**src/rtl/tgu_pkg.sv**
```systemverilog
package tgu_pkg;
  localparam int CTL_W   = 16;
  localparam int SEL_W   = 3;
  localparam int PS_LSB  = 3;
  localparam int PS_W    = 3;
  localparam int CNT_W   = 10;
  localparam int STAT_W  = 17;
  localparam int OS_POS  = 15;
  localparam int WDT_POS = 16;
  localparam int PS_MAX  = 5;

  localparam int A_STAT = 0;
  localparam int A_SET  = 1;
  localparam int A_CLR  = 2;
  localparam int A_CTL0 = 8;

  typedef enum logic [1:0] {SRC_NONE, SRC_PERIPH, SRC_RTC, SRC_EXT} src_e;

  // lowest set select bit wins; no bit means no source
  function automatic src_e pick_src(input logic [SEL_W-1:0] sel);
    if (sel[0])      return SRC_PERIPH;
    else if (sel[1]) return SRC_RTC;
    else if (sel[2]) return SRC_EXT;
    else             return SRC_NONE;
  endfunction

  // terminal count of the division counter for a prescale code
  function automatic logic [CNT_W-1:0] wrap_at(input logic [PS_W-1:0] code);
    if (int'(code) >= PS_MAX) return '1;
    else return CNT_W'((1 << (2 * int'(code))) - 1);
  endfunction

  // stop-flag bit position of a channel index
  function automatic int stop_pos(input int ch, input int ntmr);
    if (ch < ntmr)       return ch;
    else if (ch == ntmr) return OS_POS;
    else                 return WDT_POS;
  endfunction
endpackage

```
**src/rtl/tgu_rst_sync.sv**
```systemverilog
module tgu_rst_sync (
  input  logic clk,
  input  logic rst_n,
  output logic rst_core_n
);
  logic meta_q;
  logic sync_q;

  always_ff @(posedge clk or negedge rst_n) begin
    if (!rst_n) begin
      meta_q <= 1'b0;
      sync_q <= 1'b0;
    end else begin
      meta_q <= 1'b1;
      sync_q <= meta_q;
    end
  end

  assign rst_core_n = sync_q;
endmodule

```
**src/rtl/tgu_regs.sv**
```systemverilog
module tgu_regs
  import tgu_pkg::*;
#(
  parameter int NUM_TMR = 8,
  parameter int ADDR_W  = 5,
  parameter int DATA_W  = 32,
  localparam int NCH    = NUM_TMR + 2
) (
  input  logic                 clk,
  input  logic                 rst_n,
  input  logic [ADDR_W-1:0]    bus_addr,
  input  logic [DATA_W-1:0]    bus_wdata,
  input  logic                 bus_we,
  output logic [DATA_W-1:0]    bus_rdata,
  output logic [NCH-1:0]       stop_vec,
  output logic [NCH-1:0]       ctl_wr,
  output logic [NCH*CTL_W-1:0] ctl_flat,
  output logic [STAT_W-1:0]    status_vec
);
  logic [NCH-1:0]    stop_q, stop_d;
  logic [NCH-1:0]    set_hit, clr_hit, ctl_hit;
  logic [CTL_W-1:0]  ctl_q [NCH];
  logic [CTL_W-1:0]  ctl_d [NCH];
  logic [DATA_W-1:0] rdata_q, rdata_d;
  logic              wr_set, wr_clr;

  assign wr_set = bus_we && (bus_addr == ADDR_W'(A_SET));
  assign wr_clr = bus_we && (bus_addr == ADDR_W'(A_CLR));

  for (genvar g = 0; g < NCH; g++) begin : g_ch
    localparam int POS = stop_pos(g, NUM_TMR);
    assign set_hit[g] = wr_set & bus_wdata[POS];
    assign clr_hit[g] = wr_clr & bus_wdata[POS];
    assign ctl_hit[g] = bus_we && (bus_addr == ADDR_W'(A_CTL0 + g));
    assign ctl_wr[g]  = ctl_hit[g] & ~stop_q[g];
    assign ctl_d[g]   = ctl_wr[g] ? bus_wdata[CTL_W-1:0] : ctl_q[g];
    assign ctl_flat[g*CTL_W +: CTL_W] = ctl_q[g];

    always_ff @(posedge clk or negedge rst_n) begin
      if (!rst_n)          ctl_q[g] <= '0;
      else if (ctl_wr[g])  ctl_q[g] <= ctl_d[g];
    end
  end

  assign stop_d = (stop_q | set_hit) & ~clr_hit;

  always_comb begin
    status_vec = '0;
    for (int c = 0; c < NCH; c++) status_vec[stop_pos(c, NUM_TMR)] = stop_q[c];
  end

  always_comb begin
    rdata_d = '0;
    if (bus_addr == ADDR_W'(A_STAT)) rdata_d = DATA_W'(status_vec);
    for (int c = 0; c < NCH; c++)
      if (bus_addr == ADDR_W'(A_CTL0 + c)) rdata_d = DATA_W'(ctl_q[c]);
  end

  always_ff @(posedge clk or negedge rst_n) begin
    if (!rst_n) begin
      stop_q  <= '1;
      rdata_q <= '0;
    end else begin
      stop_q  <= stop_d;
      rdata_q <= rdata_d;
    end
  end

  assign stop_vec  = stop_q;
  assign bus_rdata = rdata_q;
endmodule

```
**src/rtl/tgu_chan.sv**
```systemverilog
module tgu_chan
  import tgu_pkg::*;
(
  input  logic             clk,
  input  logic             rst_n,
  input  logic             run,
  input  logic             ctl_wr,
  input  logic [SEL_W-1:0] sel,
  input  logic [PS_W-1:0]  ps_code,
  input  logic             tick_periph,
  input  logic             tick_rtc,
  input  logic             tick_ext,
  output logic             tick_out
);
  logic [CNT_W-1:0] cnt_q, cnt_d;
  logic             pulse_q, pulse_d;
  logic             src_tick, adv, wrap;

  always_comb begin
    unique case (pick_src(sel))
      SRC_PERIPH: src_tick = tick_periph;
      SRC_RTC:    src_tick = tick_rtc;
      SRC_EXT:    src_tick = tick_ext;
      default:    src_tick = 1'b0;
    endcase
  end

  assign wrap = (cnt_q == wrap_at(ps_code));
  assign adv  = run & src_tick & ~ctl_wr;

  always_comb begin
    cnt_d = cnt_q;
    if (!run || ctl_wr) cnt_d = '0;
    else if (adv)       cnt_d = wrap ? '0 : cnt_q + 1'b1;
    pulse_d = adv & wrap;
  end

  always_ff @(posedge clk or negedge rst_n) begin
    if (!rst_n) begin
      cnt_q   <= '0;
      pulse_q <= 1'b0;
    end else begin
      cnt_q   <= cnt_d;
      pulse_q <= pulse_d;
    end
  end

  assign tick_out = pulse_q;
endmodule

```
**src/rtl/tick_gate_unit.sv**
```systemverilog
module tick_gate_unit
  import tgu_pkg::*;
#(
  parameter int NUM_TMR = 8,
  parameter int ADDR_W  = 5,
  parameter int DATA_W  = 32,
  localparam int NCH    = NUM_TMR + 2
) (
  input  logic              clk,
  input  logic              rst_n,
  input  logic [ADDR_W-1:0] bus_addr,
  input  logic [DATA_W-1:0] bus_wdata,
  input  logic              bus_we,
  output logic [DATA_W-1:0] bus_rdata,
  input  logic              tick_periph,
  input  logic              tick_rtc,
  input  logic              tick_ext,
  output logic [NCH-1:0]    tick_out
);
  logic                 rst_core_n;
  logic [NCH-1:0]       stop_vec;
  logic [NCH-1:0]       ctl_wr;
  logic [NCH*CTL_W-1:0] ctl_flat;
  logic [STAT_W-1:0]    status_vec;

  tgu_rst_sync u_rst (
    .clk        (clk),
    .rst_n      (rst_n),
    .rst_core_n (rst_core_n)
  );

  tgu_regs #(.NUM_TMR(NUM_TMR), .ADDR_W(ADDR_W), .DATA_W(DATA_W)) u_regs (
    .clk        (clk),
    .rst_n      (rst_core_n),
    .bus_addr   (bus_addr),
    .bus_wdata  (bus_wdata),
    .bus_we     (bus_we),
    .bus_rdata  (bus_rdata),
    .stop_vec   (stop_vec),
    .ctl_wr     (ctl_wr),
    .ctl_flat   (ctl_flat),
    .status_vec (status_vec)
  );

  for (genvar g = 0; g < NCH; g++) begin : g_chan
    tgu_chan u_chan (
      .clk         (clk),
      .rst_n       (rst_core_n),
      .run         (~stop_vec[g]),
      .ctl_wr      (ctl_wr[g]),
      .sel         (ctl_flat[g*CTL_W +: SEL_W]),
      .ps_code     (ctl_flat[g*CTL_W + PS_LSB +: PS_W]),
      .tick_periph (tick_periph),
      .tick_rtc    (tick_rtc),
      .tick_ext    (tick_ext),
      .tick_out    (tick_out[g])
    );
  end
endmodule

```
**config.mk**
```make
export PLATFORM = sky130hd
export DESIGN_NAME = tick_gate_unit
export DESIGN_NICKNAME = d
export VERILOG_FILES = /design/src/rtl/tgu_pkg.sv /design/src/rtl/tgu_rst_sync.sv /design/src/rtl/tgu_regs.sv /design/src/rtl/tgu_chan.sv /design/src/rtl/tick_gate_unit.sv
export SDC_FILE = /design/constraint.sdc
export NUM_CORES = 1
export LEC_CHECK = 0
export BUFFER_PORTS_ARGS = -buffer_cell sky130_fd_sc_hd__buf_2
export CAP_MARGIN = 20
export CORE_ASPECT_RATIO = 1.25
export CORE_MARGIN = 8
export CORE_UTILIZATION = 45
export DETAILED_ROUTE_END_ITERATION = 16
export PLACE_DENSITY = 0.72
export SLEW_MARGIN = 20
export SYNTH_ARGS = -nofsm -noshare
export SYNTH_HDL_FRONTEND = slang
export SYNTH_HIERARCHICAL = 1
export SYNTH_SLANG_ARGS = --single-unit
```
**constraint.sdc**
```tcl
create_clock -name clk -period 11.7 [get_ports clk]
set_input_delay 3.51 -clock clk [delete_from_list [all_inputs] [get_ports clk]]
set_output_delay 3.51 -clock clk [all_outputs]
set_load 0.01 [all_outputs]
```
==> metrics.csv <==
metric,value,unit
fmax,0.154,GHz
critical_path_class,input port to flip-flop,
synth_warnings,6,
cts_tree,yes,
cts_hold_buf,0,
cts.root.buffer_cell,clkbuf_16,
firstDrtPassIters,5,
dieHeight,240,um
routed-via-count,15171,
drc,0,
setup_violations,0,
setup_tns,0,ns
clk_latency,0.59,ns
grt_max_degree,164,
cpPeakStageDelay,0.64,ns
ctsLongestPathBuffers,3,
finalCritPeriodShare,55.4,%
first_iter_violations,1395,
initial_core_util,45.4,%
io_pins,85,
fin_util,48.7,%
crit_chain,buf_2 > buf_4 > nand4b_2 > nor2_2 > nand3b_2 > inv_1 > nand2b_1 > nor2_1 > a22oi_1 > o31ai_1,
antenna_found_initial,5,
status,finished clean,
first_global_vias,14843,
grt_overflow,0,
start_kind,input port,
die_area,47000,um^2
cp.required,12.16,ns
row_count,82,
wire_per_inst,19.8,um
hold_path_class,flip-flop to flip-flop,
cts-htree-levels,1,
end_kind,flip-flop,
finalPower,3.39,mW
cts.sinks,299,
critPathTopFamily,simple AND/OR/NAND/NOR gates,
maxSlewViolCount,0,
fin_cells,2454,
p_leak,8.37,nW
min_period,6.48,ns
path_max_fanout,68,
slew_headroom,21.3,%
postRouteAntennaNets,0,
place_congestion,0.928,
hold_violations,0,
worstMarginPinSlew,1.15,ns
arrival,6.94,ns
cap_violations,0,
dp.final_hpwl,33.2,mm
rsz0062_at_grt,false,
finalNetCount,1985,
fp.dieW,196,um
core_region_area,39900,um^2
wl,48.6,mm
holdWs,0.347,ns
ir_worst_vdd,138,uV
drive_gt1_share,17.6,%
critPathBufInv,3,
postCtsSetupBuffers,0,
vias_per_cell,6.18,
grt_pass1_wl,78.0,mm
syn-cell-area,18100,um^2
crit_slowest_cell,nor2_2,
io_buffers,54,
area_growth,7.20,%
cts_resized,0,
synth_area_per_cell,9.20,um^2
grt_use_total,20.1,%
finClkSkew,0.0212,ns
cts_made_buffers,30,
clk_pin_slew_worst_paths,0.06,ns
place_inst,2394,
syn_inst,1971,
power_density,174,nW/um^2
-- where the power goes --
group	total [mW]	internal, mW	leakage, nW	switching, mW
clock	1.02	0.583	0.506	0.432
sequential	1.49	1.22	3.89	0.275
combinational	0.881	0.363	3.97	0.517
-- cells in the final DEF, fill, tap and decap left out, drive strengths merged, types with 41 or more instances in the layout --
master	instances
dfrtp	289
nand2	236
nor2	148
mux2	145
o21ai	109
a21oi	91
inv	90
nand3	71
buf	66
a22oi	42
nor3	41
-- worst paths after layout --
path	from	to	slack, ns	depth (start not counted)
worst max-delay path	bus_addr[0]	g_chan[7].u_chan/cnt_q[4]	5.22	10
worst min-delay path	u_rst/meta_q	u_rst/rst_core_n	0.35	0
max in group asynchronous	rst_n	u_rst/rst_core_n	8.89	1
min in group asynchronous	u_rst/rst_core_n	g_chan[7].u_chan/tick_out	0.41	0
worst max register to register	u_regs/stop_vec[2]	g_chan[2].u_chan/cnt_q[8]	8.77	6
worst min register to register	u_rst/meta_q	u_rst/rst_core_n	0.35	0
-- state kept, by name, indices dropped and copies added (netlist names) --
register / count
u_regs/bus_rdata: 17
g_chan.u_chan/tick_out: 10
u_rst/rst_core_n: 1
g_chan.u_chan/cnt_q: 100
u_rst/meta_q: 1
u_regs/stop_vec: 10
u_regs/ctl_flat: 160
-- through the flow --
| stage | setup WS [ns] | area, um^2 |
|---|---|---|
| final | 5.22 | 19400 |
| after floorplan | 2.77 | 18200 |
| after detailed placement | 4.77 | 18400 |
| after global routing | 5.01 | 19400 |
| after global placement | 4.87 | 18400 |
| after CTS | 5.37 | 19400 |
-- layer usage --
| metal | track usage (%) | share of wire [%] | vias to the layer above |
|---|---|---|---|
| li1 | - | - | 7039 |
| met1 | 24.1 | 41 | 7516 |
| met2 | 35.9 | 50 | 506 |
| met3 | 3.00 | 5.5 | 108 |
| met4 | 7.89 | 3.3 | 2 |
| met5 | 0 | 0.027 | - |
-- layout make-up --
type / instances / area, um^2
multi-input cells: 1426 / 9520
fillers: 3655 / 20500
inverters: 99 / 372
clock inverters: 19 / 231
flip-flops and latches: 299 / 7500
diodes: 4 / 10.0
well taps: 504 / 631
repair buffers: 66 / 373
clock buffers: 37 / 807
Note: power is estimated with default switching activity, not from simulation.
